--- config.mk ---
export PLATFORM = sky130hd
export DESIGN_NAME = dwm_mapper
export DESIGN_NICKNAME = d
export VERILOG_FILES = /design/src/rtl/dwm_pkg.sv /design/src/rtl/dwm_map_regs.sv /design/src/rtl/dwm_xlate.sv /design/src/rtl/dwm_mapper.sv
export SDC_FILE = /design/constraint.sdc
export NUM_CORES = 1
export LEC_CHECK = 0
export CAP_MARGIN = 20
export CORE_UTILIZATION = 60
export CTS_CLUSTER_SIZE = 30
export DETAILED_ROUTE_END_ITERATION = 12
export DONT_BUFFER_PORTS = 1
export HOLD_SLACK_MARGIN = 0.06
export PLACE_DENSITY = 0.76
export SYNTH_ARGS = -nofsm -noshare
export SYNTH_HDL_FRONTEND = slang
export SYNTH_SLANG_ARGS = --single-unit
--- constraint.sdc ---
create_clock -name clk -period 11.2 [get_ports clk]
set_clock_uncertainty 0.1 [all_clocks]
set_input_delay 3.36 -clock clk [delete_from_list [all_inputs] [get_ports clk]]
set_output_delay 3.36 -clock clk [all_outputs]
set_load 0.02 [all_outputs]
--- src/rtl/dwm_pkg.sv ---
package dwm_pkg;

  localparam int MAP_W     = 16;
  localparam int MODE_BIT  = 15;
  localparam int SPACE_LSB = 12;
  localparam int SEG_W     = 10;
  localparam int PAGE_W    = 4;
  localparam int PAGES     = MAP_W / PAGE_W;

  typedef logic [MAP_W-1:0] map_word_t;

  typedef enum logic [1:0] {
    SPC_UNIFIED = 2'b00,
    SPC_INSN    = 2'b01,
    SPC_DATA    = 2'b10,
    SPC_RSVD    = 2'b11
  } space_e;

  localparam logic [31:0] BASE_UNIFIED = 32'h0000_0000;
  localparam logic [31:0] BASE_INSN    = 32'h0100_0000;
  localparam logic [31:0] BASE_DATA    = 32'h0200_0000;

  function automatic space_e map_space(input map_word_t m);
    return space_e'(m[SPACE_LSB+1:SPACE_LSB]);
  endfunction

  function automatic logic [SEG_W-1:0] map_seg(input map_word_t m);
    return m[SEG_W-1:0];
  endfunction

  function automatic logic map_io(input map_word_t m);
    return m[MODE_BIT];
  endfunction

  // Selector 0 takes the top nibble, selector 3 the bottom one.
  function automatic logic [PAGE_W-1:0] io_page(input map_word_t m, input logic [1:0] sel);
    map_word_t shifted;
    shifted = m >> (PAGE_W * (PAGES - 1 - int'(sel)));
    return shifted[PAGE_W-1:0];
  endfunction

endpackage

--- src/rtl/dwm_map_regs.sv ---
module dwm_map_regs
  import dwm_pkg::*;
#(
  parameter int                  N_WIN      = 4,
  parameter int                  DADDR_W    = 16,
  parameter logic [DADDR_W-1:0]  MAP_BASE   = 16'hFF08,
  parameter logic [DADDR_W-1:0]  ALIAS_ADDR = 16'hFF04,
  parameter int                  ALIAS_IDX  = 2,
  parameter map_word_t           RST_LIVE   = 16'h2000,
  parameter map_word_t           RST_LAST   = 16'h0000
) (
  input  logic                         clk,
  input  logic                         rst_n,
  input  logic                         wr_en,
  input  logic [DADDR_W-1:0]           wr_addr,
  input  map_word_t                    wr_data,
  input  logic [DADDR_W-1:0]           rd_addr,
  output map_word_t                    rd_data,
  output logic                         rd_hit,
  output logic [N_WIN-1:0][MAP_W-1:0]  map_q,
  output logic [N_WIN-1:0]             wr_hit
);

  logic [N_WIN-1:0] rd_sel;

  for (genvar i = 0; i < N_WIN; i++) begin : g_word
    localparam logic [DADDR_W-1:0] SLOT     = MAP_BASE + DADDR_W'(2 * i);
    localparam bit                 IS_ALIAS = (i == ALIAS_IDX);
    localparam map_word_t          RST_VAL  = (i == N_WIN - 1) ? RST_LAST : RST_LIVE;

    assign wr_hit[i] = wr_en && ((wr_addr == SLOT) || (IS_ALIAS && (wr_addr == ALIAS_ADDR)));
    assign rd_sel[i] = (rd_addr == SLOT) || (IS_ALIAS && (rd_addr == ALIAS_ADDR));

    always_ff @(posedge clk or negedge rst_n) begin
      if (!rst_n)         map_q[i] <= RST_VAL;
      else if (wr_hit[i]) map_q[i] <= wr_data;
    end
  end

  always_comb begin
    rd_data = '0;
    rd_hit  = 1'b0;
    for (int k = 0; k < N_WIN; k++) begin
      if (rd_sel[k]) begin
        rd_data = map_q[k];
        rd_hit  = 1'b1;
      end
    end
  end


  alias_write_chk: assert property (@(posedge clk) disable iff (!rst_n)
    (wr_en && wr_addr == ALIAS_ADDR) |=> (map_q[ALIAS_IDX] == $past(wr_data)));


  stray_write_chk: assert property (@(posedge clk) disable iff (!rst_n)
    (wr_hit == '0) |=> $stable(map_q));


  read_alias_chk: assert property (@(posedge clk) disable iff (!rst_n)
    (rd_addr == ALIAS_ADDR) |-> (rd_hit && rd_data == map_q[ALIAS_IDX]));

endmodule

--- src/rtl/dwm_xlate.sv ---
module dwm_xlate
  import dwm_pkg::*;
#(
  parameter int          N_WIN      = 4,
  parameter int          WIN_W      = 14,
  parameter int          LADDR_W    = 24,
  parameter int          LEN_W      = 5,
  parameter int          PHYS_W     = 32,
  parameter int          PAGE_SHIFT = 16,
  parameter logic [31:0] IO_HOLE    = 32'h0000_C000
) (
  input  logic [N_WIN-1:0][MAP_W-1:0] map_q,
  input  logic [LADDR_W-1:0]          addr,
  input  logic [LEN_W-1:0]            len,
  output logic [PHYS_W-1:0]           phys,
  output logic [LEN_W-1:0]            grant,
  output logic                        fault,
  output logic                        ev_range,
  output logic                        ev_rsvd,
  output logic                        ev_io
);

  localparam int IDX_W   = (N_WIN > 1) ? $clog2(N_WIN) : 1;
  localparam int LOG_W   = IDX_W + WIN_W;
  localparam int SUB_MSB = WIN_W - 1;

  logic [IDX_W-1:0] idx;
  logic [WIN_W-1:0] off;
  logic [1:0]       sel;
  map_word_t        mw;

  assign idx = addr[LOG_W-1:WIN_W];
  assign off = addr[WIN_W-1:0];
  assign sel = off[SUB_MSB -: 2];

  if (LADDR_W > LOG_W) begin : g_range
    assign ev_range = |addr[LADDR_W-1:LOG_W];
  end else begin : g_norange
    assign ev_range = 1'b0;
  end

  function automatic logic [PHYS_W-1:0] seg_addr(input logic [31:0] base,
                                                 input logic [SEG_W-1:0] seg,
                                                 input logic [WIN_W-1:0] o);
    return PHYS_W'(base) + (PHYS_W'(seg) << WIN_W) + PHYS_W'(o);
  endfunction

  function automatic logic [PHYS_W-1:0] data_addr(input logic [SEG_W-1:0] seg,
                                                  input logic [IDX_W-1:0] w,
                                                  input logic [WIN_W-1:0] o);
    return PHYS_W'(BASE_DATA) + (PHYS_W'(seg) << PAGE_SHIFT)
         + (PHYS_W'(w) << WIN_W) + PHYS_W'(o);
  endfunction

  function automatic logic [PHYS_W-1:0] io_addr(input logic [PAGE_W-1:0] page,
                                                input logic [WIN_W-1:0] o);
    return PHYS_W'(BASE_DATA) + (PHYS_W'(page) << PAGE_SHIFT)
         + PHYS_W'(IO_HOLE) + PHYS_W'(o);
  endfunction

  function automatic logic [LEN_W-1:0] clip_len(input logic [LEN_W-1:0] l,
                                                input logic [WIN_W-1:0] o);
    logic [31:0] remain;
    remain = (32'd1 << WIN_W) - 32'(o);
    if (32'(l) > remain) return remain[LEN_W-1:0];
    return l;
  endfunction

  always_comb begin
    mw      = map_q[idx];
    ev_io   = map_io(mw);
    ev_rsvd = !ev_io && (map_space(mw) == SPC_RSVD);
    fault   = ev_range || ev_rsvd;
    phys    = '0;
    grant   = '0;
    if (!fault) begin
      grant = clip_len(len, off);
      if (ev_io) begin
        phys = io_addr(io_page(mw, sel), off);
      end else begin
        unique case (map_space(mw))
          SPC_UNIFIED: phys = seg_addr(BASE_UNIFIED, map_seg(mw), off);
          SPC_INSN:    phys = seg_addr(BASE_INSN, map_seg(mw), off);
          SPC_DATA:    phys = data_addr(map_seg(mw), idx, off);
          default:     phys = '0;
        endcase
      end
    end
  end

endmodule

--- src/rtl/dwm_mapper.sv ---
module dwm_mapper
  import dwm_pkg::*;
#(
  parameter int N_WIN   = 4,
  parameter int WIN_W   = 14,
  parameter int LADDR_W = 24,
  parameter int LEN_W   = 5,
  parameter int PHYS_W  = 32,
  parameter int DADDR_W = 16
) (
  input  logic               clk,
  input  logic               rst_n,
  input  logic               map_wr_en,
  input  logic [DADDR_W-1:0] map_wr_addr,
  input  logic [15:0]        map_wr_data,
  input  logic [DADDR_W-1:0] map_rd_addr,
  output logic [15:0]        map_rd_data,
  output logic               map_rd_hit,
  input  logic               req_valid,
  input  logic [LADDR_W-1:0] req_addr,
  input  logic [LEN_W-1:0]   req_len,
  output logic               rsp_valid,
  output logic [PHYS_W-1:0]  rsp_phys,
  output logic [LEN_W-1:0]   rsp_len,
  output logic               rsp_fault
);

  localparam int IDX_W = (N_WIN > 1) ? $clog2(N_WIN) : 1;
  localparam longint LOG_LIMIT = longint'(N_WIN) << WIN_W;

  logic [N_WIN-1:0][MAP_W-1:0] map_q;
  logic [N_WIN-1:0]            wr_hit;
  logic [PHYS_W-1:0]           x_phys;
  logic [LEN_W-1:0]            x_grant;
  logic                        x_fault;
  logic                        ev_range, ev_rsvd, ev_io;

  dwm_map_regs #(
    .N_WIN   (N_WIN),
    .DADDR_W (DADDR_W)
  ) u_regs (
    .clk     (clk),
    .rst_n   (rst_n),
    .wr_en   (map_wr_en),
    .wr_addr (map_wr_addr),
    .wr_data (map_wr_data),
    .rd_addr (map_rd_addr),
    .rd_data (map_rd_data),
    .rd_hit  (map_rd_hit),
    .map_q   (map_q),
    .wr_hit  (wr_hit)
  );

  dwm_xlate #(
    .N_WIN   (N_WIN),
    .WIN_W   (WIN_W),
    .LADDR_W (LADDR_W),
    .LEN_W   (LEN_W),
    .PHYS_W  (PHYS_W)
  ) u_xlate (
    .map_q    (map_q),
    .addr     (req_addr),
    .len      (req_len),
    .phys     (x_phys),
    .grant    (x_grant),
    .fault    (x_fault),
    .ev_range (ev_range),
    .ev_rsvd  (ev_rsvd),
    .ev_io    (ev_io)
  );

  always_ff @(posedge clk or negedge rst_n) begin
    if (!rst_n) begin
      rsp_valid <= 1'b0;
      rsp_phys  <= '0;
      rsp_len   <= '0;
      rsp_fault <= 1'b0;
    end else if (req_valid) begin
      rsp_valid <= 1'b1;
      rsp_phys  <= x_phys;
      rsp_len   <= x_grant;
      rsp_fault <= x_fault;
    end else begin
      rsp_valid <= 1'b0;
      rsp_phys  <= '0;
      rsp_len   <= '0;
      rsp_fault <= 1'b0;
    end
  end


  rsp_follow_chk: assert property (@(posedge clk) disable iff (!rst_n)
    req_valid |=> rsp_valid);


  rsp_idle_chk: assert property (@(posedge clk) disable iff (!rst_n)
    !req_valid |=> (!rsp_valid && rsp_phys == '0 && rsp_len == '0 && !rsp_fault));


  range_fault_chk: assert property (@(posedge clk) disable iff (!rst_n)
    (req_valid && longint'(req_addr) >= LOG_LIMIT) |=> rsp_fault);


  len_clip_chk: assert property (@(posedge clk) disable iff (!rst_n)
    req_valid |=> (rsp_len <= $past(req_len)));


  fault_zero_chk: assert property (@(posedge clk) disable iff (!rst_n)
    rsp_fault |-> (rsp_phys == '0 && rsp_len == '0));


  io_nofault_chk: assert property (@(posedge clk) disable iff (!rst_n)
    (req_valid && ev_io && !ev_range) |=> !rsp_fault);


  rsvd_fault_chk: assert property (@(posedge clk) disable iff (!rst_n)
    (req_valid && ev_rsvd) |=> rsp_fault);

endmodule

==> metrics, run 1 <==
clk_lat worst skew=360 ps; Hold Crit Endpoint=u_regs.map_q[58]; hold_buf cts=0; DR pass1 iterations=5; Worst Hold Path Cells=1; ANT cells=0; DR vias=between 3000 and 4000; Layout Nets=501; nature of the critical path endpoint=primary output; CP Max Fanout=17; grt met1 use=between 30 and 40%; Yosys reg bits=98; IO Pins=137; status=finished, final reports clean; Final setup violation count=0; Worst-path clk slew=90 ps; DRC viols=0; Mean Syn Cell Area=12.1 µm²; largest net degree at the start of global routing=slightly below 100; FF-to-FF Start=u_regs.map_q[47]; Seq/Total Area, Yosys=47.8%; Synth async-reset ratio=100%; Floorplan Core Area=8260 µm²; Max-slew headroom=36.8%; Die Y=94.6 µm; Post-CTS Setup Bufs=0; post-synthesis instance total=426; reg2reg setup slack=8470 ps; DRT iter0 DRCs=174; area grow syn2layout=3.97%; Switching Share=23.4%; CP max-delay cell=and2_1; CTS buffer count=9; startpoint types=primary input; CP required=approximately 7700 ps; busiest metal layer after global routing=met2; Wirelength per Cell=22.6 µm; clock tree buffer depth=2; TNS Setup=0 ps; leading area contributor after synthesis=dfrtp_1; fill cell count=641; Synth cell types=48; num rows=33; Final Hold Vio Count=0; Psw=between 100 and 150 µW; Area contributors post-synth=dfrtp_1 (46%), mux2_2 (15%), mux4_2 (7.0%), mux2i_1 (4.3%), a22oi_1 (3.4%); Final ANT Viol Nets=0; share of cells above drive strength 1=25.5%; initial antenna violation count=0; clock sink count=98; first-pass GRT wire length=18300 µm; CP max stage delay=670 ps; R2R cell count=5; met3 usage in global routing=approximately 6.5%; clock group share of total power=a little over a third; maximum vdd ir drop=approximately 0.065 mV; internal power=447 µW; commonest cells in the netlist=dfrtp_1 (95), mux2_2 (67), nor2_1 (24); Power Total=about 580 µW; Slew Viols, Final=0; RSZ-0062 raised after global routing=false; final period utilization=81.4%; crit path kind=primary input to primary output; die area=roughly 9000 µm²; EDFF count, synth=0; GRT Overall Usage=27.7%; Power Dens Cells=109 nW/µm²; CP arrival=5650 ps; Comb pwr share=about 3.2%; fmax=0.110 GHz; max cap viols=0; shortest period the worst path allows=9110 ps; worst-path cell chain=or4b_1 > nor3_1 > and3_1 > and2_1 > a21oi_1 > o22ai_1; top-area cell type share of the netlist area=a little under half; GPL Wtd Cong=between 0.8 and 0.9; Reg power frac=60.8%; chip width=94.6 µm; mapped cell area=approximately 5100 µm²; H-tree levels=3; clk root buf=clkbuf_8; Hold/Removal Path Class=flop to flop; Leak=2.40 nW; Ys Warns=0; total grt overflow=0; CTS tree=done; Hold Path Origin=u_regs.map_q[58]; Worst R2R End=rsp_phys[17]; drt total wl=11800 µm; dpl hpwl=~8300 µm; most common cell in the synthesized netlist=dfrtp_1; Starting Density=62.2%; GR Layer Usage met2=46.1%; post-CTS sizing=0; Via density=6.85; Worst Max-Slew Pin Slew=943 ps; Synth Flop Type=dfrtp_1; vias in the first global route=3622; port bufs=0
[layout by cell type, fill, tap and decap left out, types with 2 or more instances in the layout]
master | synthesis | final
nor2b_1 | 5 | 5
nand4b_1 | 3 | 3
mux2_2 | 67 | 67
a22oi_1 | 23 | 23
nand3b_1 | 3 | 3
nand4_1 | 4 | 4
nor2_1 | 24 | 24
a21boi_0 | 3 | 3
o22ai_1 | 4 | 4
or3_1 | 4 | 4
nand2_1 | 13 | 13
and2_1 | 4 | 4
a211oi_1 | 6 | 6
inv_6 | 0 | 2
ha_1 | 6 | 6
a31oi_1 | 3 | 3
dfstp_2 | 3 | 3
o21a_1 | 4 | 4
nor3_1 | 12 | 12
mux2i_1 | 22 | 22
clkbuf_8 | 0 | 9
nor4_1 | 5 | 5
clkinv_4 | 0 | 2
nand3_1 | 4 | 4
mux4_2 | 16 | 16
dfrtp_1 | 95 | 95
o221ai_1 | 3 | 3
a21oi_1 | 11 | 11
inv_1 | 6 | 6
or4_1 | 2 | 2
o21ai_0 | 12 | 12
and3_1 | 13 | 13
o31ai_1 | 2 | 2
clkinvlp_4 | 0 | 2
buf_4 | 5 | 2
conb_1 | 1 | 5
[per-layer routing]
layer  routed length, µm  up-vias
li1                    -     1574
met1                4790     1805
met2                5820      189
met3                 959       20
met4                 246        0
met5                   0        -
[worst max-delay path by stage]
stage	cells past startpoint	slack [ps]	start	endpoint
final	6	2090	map_rd_addr[5]	map_rd_data[4]
after global placement	6	2230	map_rd_addr[5]	map_rd_data[0]
after global routing	6	2000	map_rd_addr[5]	map_rd_data[4]
after detailed placement	6	2130	map_rd_addr[5]	map_rd_data[1]
after floorplan	8	2410	map_rd_addr[5]	map_rd_data[12]
after CTS	6	2120	map_rd_addr[5]	map_rd_data[1]
[cell type report]
cell class              count  area, µm²  area share (%)
clock buffers              10        128            2.39
clock inverters             6       50.0           0.937
flip-flops and latches     98       2460            46.0
repair buffers              3       30.0           0.562
multi-input cells         296       2530            47.3
inverters                   6       22.5           0.421
well taps                 105        131            2.46
[registers in the layout, indices dropped and copies added (netlist names)]
signal,count
rsp_valid,1
rsp_phys,27
u_regs.map_q,64
rsp_len,5
rsp_fault,1
[power groups by stage]
stage / Clock [mW] / Combinational (mW) / Sequential [mW]
after floorplan: 0 / 0.0217 / 0.362
after global placement: 0 / 0.0178 / 0.362
after detailed placement: 0 / 0.0183 / 0.362
after CTS: 0.216 / 0.0184 / 0.355
after global routing: 0.231 / 0.0205 / 0.355
final: 0.211 / 0.0185 / 0.355
[worst max-delay path, delay by kind of cell]
family,cells,cell delay [ps]
compound gates,2,520
simple gates,4,1760
[stage by stage]
step | cell area, µm² | setup WS, ps | instances | util (%) | hold WS [ps]
final | 5340 | 2090 | 524 | 64.7 | 437
after global routing | 5340 | 2000 | 524 | 64.7 | 459
after CTS | 5330 | 2120 | 523 | 64.5 | 439
after detailed placement | 5150 | 2130 | 507 | 62.4 | 417
after global placement | 5150 | 2230 | 507 | 62.4 | 407
after floorplan | 5150 | 2410 | 430 | - | 397
[cells by family after synthesis]
logic type	after synthesis	synth area share, %
compound gates	75	9.86
xor+xnor	2	0.341
fa+ha+maj	6	1.46
buf+inv	36	3.36
flops	98	47.8
mux	105	26.0
other cells	1	0.0730
simple gates	103	11.1
Note: power is estimated with default switching activity, not from simulation.
==> inputs of run 2 (changes only) <==
--- a/config.mk
+++ b/config.mk
@@ -6,12 +6,12 @@
 export NUM_CORES = 1
 export LEC_CHECK = 0
 export CAP_MARGIN = 20
-export CORE_UTILIZATION = 60
+export CORE_UTILIZATION = 57
 export CTS_CLUSTER_SIZE = 30
 export DETAILED_ROUTE_END_ITERATION = 12
 export DONT_BUFFER_PORTS = 1
 export HOLD_SLACK_MARGIN = 0.06
-export PLACE_DENSITY = 0.76
+export PLACE_DENSITY = 0.75
 export SYNTH_ARGS = -nofsm -noshare
 export SYNTH_HDL_FRONTEND = slang
 export SYNTH_SLANG_ARGS = --single-unit
==> constraint.sdc (replaced) <==
create_clock -name clk -period 8.1 [get_ports clk]
set_clock_uncertainty 0.1 [all_clocks]
set_input_delay 2.43 -clock clk [delete_from_list [all_inputs] [get_ports clk]]
set_output_delay 2.43 -clock clk [all_outputs]
set_load 0.02 [all_outputs]
==> run 2 against run 1 <==
  * Sequential power up 38%
  * Sequential share of layout area shrank 1.3 points
  * Sequential cell count did not move
  * First-iteration DRC count increased by 36%
  * Non-clock buffer count rose by 14
  * Via count up 0.84%
  * Hold slack is essentially flat
  * Clock-buffer cell count down 1
  * Largest cell class unchanged
  * Highest routed layer unchanged
==> metrics, run 2 (synthesis gave the netlist of run 1 again) <==
post-route setup slack=780 ps (-1310 ps); Worst R2R End=rsp_phys[19]; most frequent cells in the layout=dfrtp_1 (95), mux2_2 (67), nor2_1 (23), a22oi_1 (23), mux2i_1 (22); CP required=5570 ps (-2170 ps); drt total wl=11800 µm (+0.10%); Wirelength per Cell=21.9 µm (-3.0%); fill cell count=668 (+4.2%); Post-CTS Setup Bufs=0 (unchanged); area grow syn2layout=7.06%; CP arrival=4790 ps (-860 ps); Final Hold Vio Count=0 (unchanged); DRC viols=0 (unchanged); CTS buffer count=9 (unchanged); commonest non-fill, non-tap cell in the layout=dfrtp_1; GRT Overall Usage=26.4% (-1.2 points); Worst-path clk slew=100 ps (about the same); GPL Wtd Cong=0.844 (+3.7%); hold_buf cts=0 (unchanged); first-pass GRT wire length=19400 µm (+5.8%); Power Dens Cells=158 nW/µm² (+44%); IO Pins=137 (unchanged); clock tree buffer depth=2 (unchanged); ANT cells=0 (unchanged); chip width=97.0 µm (+2.5%); maximum vdd ir drop=0.0677 mV (+4.3%); Starting Density=58.9% (-3.3 points); largest net degree at the start of global routing=99 (unchanged); status=finished, final reports clean; clock sink count=98 (unchanged); pre-CTS setup slack=840 ps (-1290 ps); Slew Viols, Final=0 (unchanged); RSZ-0062 raised after global routing=false; die area=9400 µm² (+5.2%); max reg flops=64 (unchanged); num rows=34 (+3.0%); H-tree levels=3 (unchanged); Final setup violation count=0 (unchanged); Crit path depth=7 (+1); initial antenna violation count=0 (unchanged); Max-slew headroom=35.3% (-1.6 points); Worst Max-Slew Pin Slew=970 ps (+26.8 ps); nature of the critical path endpoint=primary output; startpoint types=primary input; total grt overflow=0 (unchanged); Hold/Removal Path Class=flop to flop; fmax=about 0.14 GHz; TNS Setup=0 ps (unchanged); share of cells above drive strength 1=28.4% (+2.9 points); Reg with most FFs=u_regs.map_q; Floorplan Core Area=8720 µm² (+5.6%); Seq. cell area=2460 µm² (unchanged); dpl hpwl=8410 µm (+1.7%); DR pass1 iterations=4 (-1); shortest period the worst path allows=~7300 ps; final period utilization=90.4%; FF-to-FF Start=u_regs.map_q[31]; DR vias=3618 (+0.84%); CTS tree=done; cell family with most CP delay=simple AND/OR/NAND/NOR gates; clk root buf=clkbuf_8; Layout Nets=515 (+2.8%); R2R cell count=5 (unchanged); max cap viols=0 (unchanged); area of the multi-input gates=2530 µm² (about the same); Via density=6.69 (-2.3%); top flop regs=u_regs.map_q (64), rsp_phys (27), rsp_len (5); CP Launch Point=map_rd_addr[5]; Final ANT Viol Nets=0 (unchanged); CP max stage delay=620 ps (-50 ps); Leak=2.50 nW (+4.1%); port bufs=0 (unchanged); Die Y=97.0 µm (+2.5%); vias in the first global route=3684 (+1.7%); clk_lat worst skew=380 ps (+20 ps); WP buf/inv=1 (+1); post-CTS sizing=0 (unchanged); CP Max Fanout=17 (unchanged); crit path kind=primary input to primary output; reg2reg setup slack=5490 ps (-2980 ps); CP max-delay cell=and2_1; Min Hold Slack=437 ps (-0.325 ps); worst-path cell chain=or4b_1 > nor3_1 > and3_1 > and2_1 > a22oi_1 > o21ai_0 > buf_4; DRT iter0 DRCs=237 (+36%); CP endpoint=map_rd_data[0]
run 2: layout make-up:
type,instances,share of cell area [%]
clock buffer,9,2.25
clock inverter,7,1.84
inverter,6,0.409
multi-input combinational,296,46.0
sequential,98,44.6
tap,108,2.46
timing repair buffer,17,2.46
run 2: per-layer routing:
| layer | GRT usage (%) | wire, µm | vias up | part of all wire [%] |
|---|---|---|---|---|
| met5 | 0 | 0 | - | 0 |
| met4 | 9.99 | 194 | 0 | 1.6 |
| met3 | 8.38 | 1010 | 16 | 8.5 |
| met2 | 43.2 | 5890 | 162 | 50 |
| met1 | 32.8 | 4750 | 1830 | 40 |
| li1 | - | - | 1610 | - |
run 2: power by group:
group	total, mW	switching, mW	internal (mW)	leakage [nW]
clock network	0.352	0.176	0.176	0.106
registers	0.491	0.00108	0.490	1.35
logic	0.0258	0.0118	0.0139	1.04
run 2: metrics by stage:
step	area (µm²)	std cells	power, mW	utilization (%)
global route	5500	541	0.903	63.1
finish	5500	541	0.869	63.1
CTS	5490	540	0.874	62.9
detailed placement	5260	524	0.526	60.3
floorplan	5150	430	0.530	-
global placement	5260	524	0.525	60.3
run 2: how the worst min path moves through the flow:
stage	to	cells after the start	slack [ps]	startpoint
final	u_regs.map_q[16]	1	440	u_regs.map_q[16]
after global placement	u_regs.map_q[26]	1	410	u_regs.map_q[26]
after floorplan	u_regs.map_q[36]	1	400	u_regs.map_q[36]
after CTS	u_regs.map_q[20]	1	440	u_regs.map_q[20]
after global routing	u_regs.map_q[20]	1	450	u_regs.map_q[20]
after detailed placement	u_regs.map_q[16]	1	420	u_regs.map_q[16]
